===== src/rtl/mesi_pkg.sv =====
package mesi_pkg;
  typedef enum logic [1:0] {
    ST_I = 2'b00,
    ST_S = 2'b01,
    ST_E = 2'b10,
    ST_M = 2'b11
  } line_st_t;

  typedef enum logic [2:0] {
    BC_NONE  = 3'd0,
    BC_RD    = 3'd1,
    BC_RDX   = 3'd2,
    BC_UPGR  = 3'd3,
    BC_FLUSH = 3'd4,
    BC_EVICT = 3'd5
  } bus_cmd_t;

  typedef enum logic [1:0] {
    P_IDLE,
    P_WB,
    P_FILL,
    P_UPG
  } proc_st_t;
endpackage


===== src/rtl/mesi_line_store.sv =====
module mesi_line_store
  import mesi_pkg::*;
#(
  parameter int IDX_W = 4,
  parameter int TAG_W = 8
) (
  input  logic             clk,
  input  logic             rst,
  input  logic [IDX_W-1:0] a_idx,
  output logic [TAG_W-1:0] a_tag,
  output line_st_t         a_st,
  input  logic [IDX_W-1:0] b_idx,
  output logic [TAG_W-1:0] b_tag,
  output line_st_t         b_st,
  input  logic             tag_we,
  input  logic [TAG_W-1:0] tag_wdata,
  input  logic             a_we,
  input  line_st_t         a_wst,
  input  logic             b_we,
  input  line_st_t         b_wst
);
  localparam int NLINES = 1 << IDX_W;

  logic [TAG_W-1:0] tag_mem [NLINES];
  line_st_t         st_q    [NLINES];

  // tag array: one write port, no reset, suitable for distributed RAM
  always_ff @(posedge clk) begin
    if (tag_we) tag_mem[a_idx] <= tag_wdata;
  end

  // state bits: two writers, processor side written last so it wins
  always_ff @(posedge clk) begin
    if (rst) begin
      for (int i = 0; i < NLINES; i++) st_q[i] <= ST_I;
    end else begin
      if (b_we) st_q[b_idx] <= b_wst;
      if (a_we) st_q[a_idx] <= a_wst;
    end
  end

  assign a_tag = tag_mem[a_idx];
  assign a_st  = st_q[a_idx];
  assign b_tag = tag_mem[b_idx];
  assign b_st  = st_q[b_idx];
endmodule


===== src/rtl/mesi_snoop_rule.sv =====
module mesi_snoop_rule
  import mesi_pkg::*;
#(
  parameter bit CLEAN_SUPPLY = 1'b1
) (
  input  logic       hit,
  input  logic [2:0] cmd,
  input  line_st_t   st,
  output logic       upd,
  output line_st_t   nxt,
  output logic       shr,
  output logic       flush,
  output logic       supply
);
  logic clean_src;

  always_comb begin
    upd       = 1'b0;
    nxt       = st;
    shr       = 1'b0;
    flush     = 1'b0;
    clean_src = 1'b0;
    if (hit) begin
      case (cmd)
        BC_RD: begin
          shr = 1'b1;
          if (st == ST_M || st == ST_E) begin
            upd       = 1'b1;
            nxt       = ST_S;
            flush     = (st == ST_M);
            clean_src = (st == ST_E);
          end
        end
        BC_RDX: begin
          upd       = 1'b1;
          nxt       = ST_I;
          flush     = (st == ST_M);
          clean_src = (st == ST_E);
        end
        BC_UPGR: begin
          upd = 1'b1;
          nxt = ST_I;
        end
        default: ;
      endcase
    end
  end

  generate
    if (CLEAN_SUPPLY) begin : g_supply
      assign supply = clean_src;
    end else begin : g_nosupply
      assign supply = 1'b0;
    end
  endgenerate
endmodule


===== src/rtl/mesi_snoop_ctrl.sv =====
module mesi_snoop_ctrl
  import mesi_pkg::*;
#(
  parameter int ADDR_W       = 12,
  parameter int IDX_W        = 4,
  parameter bit CLEAN_SUPPLY = 1'b1,
  parameter bit EVICT_NOTIFY = 1'b1
) (
  input  logic              clk,
  input  logic              rst,
  input  logic              cpu_req,
  input  logic              cpu_wr,
  input  logic [ADDR_W-1:0] cpu_addr,
  output logic              cpu_done,
  output logic              cpu_hit,
  output logic [2:0]        bus_cmd,
  output logic [ADDR_W-1:0] bus_addr,
  input  logic              bus_done,
  input  logic              bus_shared,
  input  logic              snp_valid,
  input  logic [2:0]        snp_cmd,
  input  logic [ADDR_W-1:0] snp_addr,
  output logic              snp_shared,
  output logic              snp_flush,
  output logic              snp_supply
);
  localparam int TAG_W = ADDR_W - IDX_W;

  proc_st_t          p_st, p_nx;
  logic [ADDR_W-1:0] req_addr;
  logic              req_wr;
  bus_cmd_t          cmd_q, cmd_nx;
  logic [ADDR_W-1:0] baddr_q, baddr_nx;
  logic              done_q, done_nx, hit_q, hit_nx;
  logic              sh_q, fl_q, sup_q;

  logic              busy;
  logic [IDX_W-1:0]  a_idx, s_idx;
  logic [TAG_W-1:0]  a_req_tag, s_tag, a_tag, b_tag;
  line_st_t          a_st, b_st, a_eff;
  logic              a_hit, s_hit;
  logic              s_upd, s_shr, s_fl, s_sup;
  line_st_t          s_nxt;
  logic              pw_en, tag_we;
  line_st_t          pw_st;
  logic              s_same, s_kill;

  assign busy      = (p_st != P_IDLE);
  assign a_idx     = busy ? req_addr[IDX_W-1:0] : cpu_addr[IDX_W-1:0];
  assign a_req_tag = busy ? req_addr[ADDR_W-1:IDX_W] : cpu_addr[ADDR_W-1:IDX_W];
  assign s_idx     = snp_addr[IDX_W-1:0];
  assign s_tag     = snp_addr[ADDR_W-1:IDX_W];

  mesi_line_store #(.IDX_W(IDX_W), .TAG_W(TAG_W)) u_store (
    .clk(clk), .rst(rst),
    .a_idx(a_idx), .a_tag(a_tag), .a_st(a_st),
    .b_idx(s_idx), .b_tag(b_tag), .b_st(b_st),
    .tag_we(tag_we), .tag_wdata(a_req_tag),
    .a_we(pw_en), .a_wst(pw_st),
    .b_we(s_upd), .b_wst(s_nxt)
  );

  assign s_hit = snp_valid && (b_st != ST_I) && (b_tag == s_tag);

  mesi_snoop_rule #(.CLEAN_SUPPLY(CLEAN_SUPPLY)) u_rule (
    .hit(s_hit), .cmd(snp_cmd), .st(b_st),
    .upd(s_upd), .nxt(s_nxt), .shr(s_shr), .flush(s_fl), .supply(s_sup)
  );

  // snoop takes effect before the processor looks at the same index
  assign s_same = s_upd && (s_idx == a_idx);
  assign a_eff  = s_same ? s_nxt : a_st;
  assign a_hit  = (a_eff != ST_I) && (a_tag == a_req_tag);
  assign s_kill = s_same && (s_nxt == ST_I);

  always_comb begin
    p_nx     = p_st;
    cmd_nx   = cmd_q;
    baddr_nx = baddr_q;
    done_nx  = 1'b0;
    hit_nx   = 1'b0;
    pw_en    = 1'b0;
    pw_st    = ST_I;
    tag_we   = 1'b0;
    case (p_st)
      P_IDLE: if (cpu_req) begin
        if (a_hit && cpu_wr && a_eff == ST_S) begin
          cmd_nx   = BC_UPGR;
          baddr_nx = cpu_addr;
          p_nx     = P_UPG;
        end else if (a_hit) begin
          done_nx = 1'b1;
          hit_nx  = 1'b1;
          if (cpu_wr && a_eff == ST_E) begin
            pw_en = 1'b1;
            pw_st = ST_M;
          end
        end else begin
          pw_en = 1'b1;
          pw_st = ST_I;
          if (a_eff == ST_M) begin
            cmd_nx   = BC_FLUSH;
            baddr_nx = {a_tag, a_idx};
            p_nx     = P_WB;
          end else if (a_eff == ST_E && EVICT_NOTIFY) begin
            cmd_nx   = BC_EVICT;
            baddr_nx = {a_tag, a_idx};
            p_nx     = P_WB;
          end else begin
            cmd_nx   = cpu_wr ? BC_RDX : BC_RD;
            baddr_nx = cpu_addr;
            p_nx     = P_FILL;
          end
        end
      end
      P_WB: if (bus_done) begin
        cmd_nx   = req_wr ? BC_RDX : BC_RD;
        baddr_nx = req_addr;
        p_nx     = P_FILL;
      end
      P_FILL: if (bus_done) begin
        tag_we  = 1'b1;
        pw_en   = 1'b1;
        pw_st   = req_wr ? ST_M : (bus_shared ? ST_S : ST_E);
        cmd_nx  = BC_NONE;
        done_nx = 1'b1;
        p_nx    = P_IDLE;
      end
      P_UPG: if (s_kill) begin
        cmd_nx = BC_RDX;
        p_nx   = P_FILL;
      end else if (bus_done) begin
        pw_en   = 1'b1;
        pw_st   = ST_M;
        cmd_nx  = BC_NONE;
        done_nx = 1'b1;
        hit_nx  = 1'b1;
        p_nx    = P_IDLE;
      end
      default: p_nx = P_IDLE;
    endcase
  end

  always_ff @(posedge clk) begin
    if (rst) begin
      p_st     <= P_IDLE;
      req_addr <= '0;
      req_wr   <= 1'b0;
      cmd_q    <= BC_NONE;
      baddr_q  <= '0;
      done_q   <= 1'b0;
      hit_q    <= 1'b0;
      sh_q     <= 1'b0;
      fl_q     <= 1'b0;
      sup_q    <= 1'b0;
    end else begin
      p_st    <= p_nx;
      cmd_q   <= cmd_nx;
      baddr_q <= baddr_nx;
      done_q  <= done_nx;
      hit_q   <= hit_nx;
      sh_q    <= s_shr;
      fl_q    <= s_fl;
      sup_q   <= s_sup;
      if (!busy && cpu_req) begin
        req_addr <= cpu_addr;
        req_wr   <= cpu_wr;
      end
    end
  end

  assign cpu_done   = done_q;
  assign cpu_hit    = hit_q;
  assign bus_cmd    = cmd_q;
  assign bus_addr   = baddr_q;
  assign snp_shared = sh_q;
  assign snp_flush  = fl_q;
  assign snp_supply = sup_q;

  AST_RST_QUIET: assert property (@(posedge clk)
    rst |=> (cmd_q == BC_NONE && !done_q && !sh_q && !fl_q && !sup_q));
  AST_DONE_NO_CMD: assert property (@(posedge clk) disable iff (rst)
    done_q |-> cmd_q == BC_NONE);
  AST_E_WRITE_SILENT: assert property (@(posedge clk) disable iff (rst)
    (!busy && cpu_req && cpu_wr && a_hit && a_eff == ST_E)
      |=> (done_q && hit_q && cmd_q == BC_NONE));
  AST_S_WRITE_UPG: assert property (@(posedge clk) disable iff (rst)
    (!busy && cpu_req && cpu_wr && a_hit && a_eff == ST_S)
      |=> (cmd_q == BC_UPGR && !done_q));
  AST_ONE_SOURCE: assert property (@(posedge clk) disable iff (rst)
    !(fl_q && sup_q));
  AST_SNP_IDLE_QUIET: assert property (@(posedge clk) disable iff (rst)
    !snp_valid |=> !(sh_q || fl_q || sup_q));
  AST_CMD_HOLD: assert property (@(posedge clk) disable iff (rst)
    (cmd_q != BC_NONE && cmd_q != BC_UPGR && !bus_done)
      |=> ($stable(cmd_q) && $stable(baddr_q)));
  AST_UPG_KILL: assert property (@(posedge clk) disable iff (rst)
    (p_st == P_UPG && s_kill) |=> cmd_q == BC_RDX);
endmodule


===== config.mk =====
export PLATFORM = sky130hd
export DESIGN_NAME = mesi_snoop_ctrl
export DESIGN_NICKNAME = d
export VERILOG_FILES = /design/src/rtl/mesi_pkg.sv /design/src/rtl/mesi_line_store.sv /design/src/rtl/mesi_snoop_rule.sv /design/src/rtl/mesi_snoop_ctrl.sv
export SDC_FILE = /design/constraint.sdc
export NUM_CORES = 1
export LEC_CHECK = 0
export BUFFER_PORTS_ARGS = -buffer_cell sky130_fd_sc_hd__clkbuf_2
export CAP_MARGIN = 20
export CORE_MARGIN = 5
export CORE_UTILIZATION = 35
export CTS_BUF_LIST = sky130_fd_sc_hd__clkbuf_4
export CTS_CLUSTER_SIZE = 8
export DETAILED_ROUTE_END_ITERATION = 10
export PLACE_DENSITY = 0.53
export SETUP_SLACK_MARGIN = 0.15
export SLEW_MARGIN = 15
export SYNTH_ARGS = -nofsm -noshare
export SYNTH_HDL_FRONTEND = slang
export SYNTH_HIERARCHICAL = 1
export SYNTH_SLANG_ARGS = --single-unit

===== constraint.sdc =====
create_clock -name clk -period 13.5 [get_ports clk]
set_clock_uncertainty 0.05 [all_clocks]
set_input_delay 2.7 -clock clk [delete_from_list [all_inputs] [get_ports clk]]
set_output_delay 2.7 -clock clk [all_outputs]
set_load 0.01 [all_outputs]

Word level (Yosys, flattened, before mapping)
Memories as Yosys holds them, arrays and structs flattened.
Index checks and enable logic that the tools add are counted.
{"block": "op_classes", "eq_ne": 17, "mux": 80, "bitwise_logic": 1, "reduce_logical": 23}
{"operator": "12-bit two-way mux", "n": 6}
{"operator": "2-bit two-way mux", "n": 24}
{"operator": "1-bit two-way mux", "n": 27}
{"operator": "3-bit two-way mux", "n": 8}
{"operator": "12-bit case mux with 2 select lines", "n": 1}
{"operator": "8-bit equality test", "n": 2}
{"operator": "2-bit equality test, second input constant", "n": 6}
{"operator": "4-bit two-way mux", "n": 3}
{"operator": "3-bit case mux with 4 select lines", "n": 1}
{"operator": "1-bit logical AND", "n": 9}
{"operator": "8-bit two-way mux", "n": 1}
{"operator": "1-bit case mux with 2 select lines", "n": 4}
{"operator": "2-bit case mux with 4 select lines", "n": 1}
{"operator": "2-bit nonzero test", "n": 4}
{"operator": "2-bit OR reduction", "n": 4}
{"operator": "3-bit by 2-bit equality test with 1-bit output, second input constant", "n": 2}
{"operator": "1-bit case mux with 3 select lines", "n": 2}
{"operator": "2-bit case mux with 3 select lines", "n": 1}
{"operator": "2-bit by 1-bit equality test with 1-bit output, second input constant", "n": 2}
{"operator": "4-bit equality test", "n": 1}
{"operator": "2-bit logical NOT", "n": 2}
{"operator": "2-bit != test, second input constant", "n": 2}
{"operator": "2-bit case mux with 2 select lines", "n": 1}
{"operator": "4-bit AND reduction", "n": 1}
{"operator": "6 further kinds", "n": 6}
{"block": "totals", "register_bits": 35, "ram_bits": 160, "in_bits": 34, "wordCells": 133, "n_memories": 2}
{"memory": "u_store.tag_mem", "words": 16, "width": 8, "read_ports": 2, "rd_ports_with_merged_regs": 0, "write_ports": 1, "line": "mesi_line_store.sv:24", "source": "logic [TAG_W-1:0] tag_mem [NLINES];"}
{"memory": "u_store.st_q", "words": 16, "width": 2, "read_ports": 2, "rd_ports_with_merged_regs": 0, "write_ports": 16, "line": "mesi_line_store.sv:25", "source": "line_st_t st_q [NLINES];"}

Depth between registers and ports, before layout
An unclocked memory read counts as a cell.
{"block": "logic_depth", "depth_word": 20, "ltp_mapped": 23, "ltp_nobuf": 19}

Hierarchy
The synthesis kept the hierarchy.
{"mod": "mesi_line_store", "n_inst": 1, "cells_per_inst": 477, "area_each_um2": 8099.0, "seq_area_each_um2": 4804.6}
{"mod": "mesi_snoop_ctrl", "n_inst": 1, "cells_per_inst": 271, "area_each_um2": 2432.3, "seq_area_each_um2": 700.7}
{"mod": "mesi_snoop_rule", "n_inst": 1, "cells_per_inst": 12, "area_each_um2": 92.6, "seq_area_each_um2": 0.0}

Worst setup path after synthesis
No wires, ideal clock.
{"block": "synth_timing", "path_type": "input-to-reg", "startpoint": "input snp_addr[0]", "endpoint": "memory u_store/st_q[0][0] in the netlist's numbering, data pin", "setup_time_ns": 0.260, "arrival_time_ns": 7.852, "required_time_ns": 13.190, "slack_ns": 5.338, "path_stages": 23, "cell_sequence": "clkbuf_1 > buf_2 > mux4_2 > a22oi_1 > nand2_1 > xor2_1 > nor4_1 > o2111ai_1 > nor4_1 > nand2b_1 > nor2_1 > nand2_1 > mux2_2 > or4_4 > buf_6 > mux2i_1 > o21a_1 > o21ai_0 > a21oi_1 > or4b_4 > buf_6 > nor3_4 > mux2_2"}
{"item": "start: declaration", "line": "mesi_snoop_ctrl.sv:22", "source": "input logic [ADDR_W-1:0] snp_addr,"}
{"item": "end: declaration", "line": "mesi_line_store.sv:25"}

==> metrics.csv <==
stage;metric;value;unit
critical_path;r2r_start;u_store/tag_mem[8][3];
place;place.gp.congestion;0.7854;
detailed_routing;vias;6842;
detailed_routing;wl_per_cell;23.22;µm
sta;rsz0062_at_grt;false;
detailed_routing;totalWireLength;27520;µm
synth;synthesis.nets;799;
min_path;min_from;bus_cmd[2];
synth;yosysWarnings;6;
status;status;completed;
clock_tree;cts_tree;yes;
floorplanning;num_rows;63;
pwr;switching_share;0.3815;
place;hpwlAfterDp;18740;µm
synth;yosys-top-cells-area;edfxtp_1, mux4_2, dfxtp_1;
place;io_buffers;53;
grt;grt-ovfl-total;0;
finish;fin_area;11510;µm²
synth;ys_seq_area_frac;0.5182;
sta;finalSetupTns;0;ns
finish;fillers;2822;
floorplanning;chipHeight;184.2;µm
pwr;power_density;159.6;nW/µm²
finish;area_delta_synth_final;8.350;%
sta;setup_viol;0;
pwr;clkPwrFrac;0.181;
sta;max_slew_margin;0.2454;
place;dp_slack;3.711;ns
synth;ys.flop_type;edfxtp_1;
synth;synthCells;760;
grt;grt_pass1_vias;6865;
critical_path;slowest_stage;buf_4;
run;max-cap-violations;0;
sta;holdWs;0.4286;ns
synth;synth_top_area_frac;0.4522;
critical_path;crit_type;in2reg;
sta;finalHoldViolCount;0;
detailed_routing;drt_iter0_markers;469;
sta;setup_slack;4.337;ns
synth;yosysTopAreaCell;edfxtp_1;
synth;synthesis.area;10620;µm²
floorplanning;ios;54;
grt;grt_max_degree;71;
grt;grt_usage;0.1623;
detailed_routing;drc_errors;0;
synth;synth-async-reset-ratio;0;
sta;layout_min_cycle_time;9.163;ns
clock_tree;clock_path_buffers;2;
finish;layout.nets;820;
clock_tree;ctsRootBufferMaster;clkbuf_4;
critical_path;crit_buf_inv;2;
sta;fmax;0.1091;GHz
floorplanning;die_area;33940;µm²
pwr;p_leak;3.832;nW
critical_path;crit_chain;buf_2 > buf_4 > mux4_2 > a22oi_1 > nand2_1 > xor2_1 > nor4_1 > o2111ai_1 > nor4_1 > nand2b_1 > nor2_1 > nand2_1 > mux2_2 > or4_4 > mux2i_1 > o21a_1 > o21ai_0 > a21oi_1 > or4b_4 > nor3_4 > mux2_2;
synth;synth_seq_cells;195;
clock_tree;hold_buffers;0;
finish;drive_above_1_share;0.2972;
critical_path;crit_start;snp_addr[0];
detailed_routing;drtAntennaViolNets;0;
grt;antenna_found_initial;1;
clock_tree;numCtsBuffers;17;
sta;worst_slew_pin_slew;1.130;ns
min_path;holdCritPathClass;reg2reg;
clock_tree;clk_pin_slew;0.17;ns
synth;synth-edff-count;160;
finish;layout_commonest_cell;edfxtp_1;
critical_path;start_kind;primary input;
pwr;p_switching;0.7011;mW
clock_tree;post_cts_buffers;0;
detailed_routing;first_pass_iters;5;
critical_path;critPathArrivalTime;9.47;ns
clock_tree;cts_max_level;4;
critical_path;critPathRequiredTime;13.80;ns
clock_tree;clk_latency;0.60;ns
critical_path;path_delay_family;simple AND/OR/NAND/NOR gates;
floorplanning;core_area;29800;µm²
pwr;seq_power_share;0.417;
critical_path;cp_max_fo;30;
pwr;power_frac_comb;0.402;
pwr;internal_power;1.137;mW
detailed_routing;viasPerCell;5.774;
clock_tree;cts_sinks;195;
floorplanning;start_util;0.3566;
synth;synth_area_per_cell;13.98;µm²
floorplanning;die_x;184.2;µm
pwr;peakVddDrop;0.07447;mV
clock_tree;ctsResizeCount;0;
synth;yosysUniqueCellTypes;66;
grt;grt_pass1_wl;41790;µm
finish;mostFrequentLayoutCells;edfxtp_1, mux4_2, nand2_1, clkbuf_2, a22oi_1;
critical_path;crit_path_end_kind;flop;
sta;finalCritPeriodShare;0.6788;
place;dpl_cell_area;11180;µm²
critical_path;crit_path_max_incr_delay;0.60;ns
sta;maxSlewViolCount;0;
==> metrics by stage <==
step	total power, mW	instances	util
finish	1.838	1185	0.3863
global route	1.939	1185	0.3863
floorplan	1.347	760	-
CTS	1.856	1184	0.3862
global placement	1.520	1151	0.3751
detailed placement	1.524	1152	0.3754
==> kinds of logic after synthesis <==
family,share of synthesized area
flip-flops,0.5182
AND/OR/NAND/NOR,0.08491
AO/OA/AOI/OAI,0.1217
multiplexers,0.2161
buffers and inverters,0.03604
XOR/XNOR,0.01720
adder cells (fa/ha/maj),0.005889
==> worst reg2reg max path: cells and delay by family (launching register included) <==
kind                      cells  cell delay, ns
muxes                         4            1.46
and+or+nand+nor               9            2.80
DFF                           1            0.46
AOI/OAI and AO/OA             5            1.08
xor gates and xnor gates      1            0.15
==> synth_stat cells (10+ instances only) <==
cell type,number
mux2_4,11
nor2b_1,10
nand2b_1,16
mux2_2,13
edfxtp_1,160
o21ai_0,13
nand2_1,63
mux2i_1,16
a21oi_1,32
dfxtp_1,35
inv_1,16
a22oi_1,40
buf_2,11
mux4_2,80
clkbuf_1,35
o2bb2ai_1,22
a211o_1,17
nor2_1,38
xor2_1,17
==> state kept, by name (all words and copies together) (netlist names) <==
| signal | flops |
|---|---|
| u_store/tag_mem | 128 |
| u_store/st_q | 32 |
| bus_addr | 12 |
| req_addr | 12 |
| bus_cmd | 3 |
| p_st | 2 |
| cpu_done | 1 |
| cpu_hit | 1 |
| req_wr | 1 |
| snp_flush | 1 |
| snp_shared | 1 |
| snp_supply | 1 |
==> area by class of cell <==
type,count,area (µm²),share of cell area
Clock buffer,17,127.6,0.01109
Timing Repair Buffer,65,355.3,0.03087
Antenna cell,1,2.502,0.0002174
Clock inverter,15,196.4,0.01707
Sequential cell,195,5505,0.4783
Inverter,16,60.06,0.005217
Multi-Input combinational cell,486,4776,0.4149
Tap cell,390,488.0,0.04239
==> final timing paths <==
check                             to  slack, ns  cells past startpoint
setup / recovery  u_store/st_q[0][0]       4.34                     21
hold / removal            bus_cmd[2]       0.43                      2
hold reg to reg           bus_cmd[2]       0.43                      2
setup reg to reg  u_store/st_q[0][0]       7.25                     19
==> per-layer routing <==
metal	wire (µm)	global-route usage	part of all wire	vias up
met5	0	0	0	-
met4	330	0.03520	0.012	0
met3	1326	0.02289	0.048	21
met2	13580	0.2746	0.49	179
met1	12280	0.2239	0.45	3572
li1	-	-	-	3070
==> power groups by stage <==
stage          Clock, mW  Sequential, mW  Combinational (mW)
2_1_floorplan          0           0.785               0.562
3_3_place_gp           0           0.780               0.741
3_5_place_dp           0           0.781               0.743
4_1_cts            0.344           0.767               0.745
5_1_grt            0.367           0.772               0.800
6_report           0.333           0.766               0.739
Note: power is estimated with default switching activity, not from simulation.
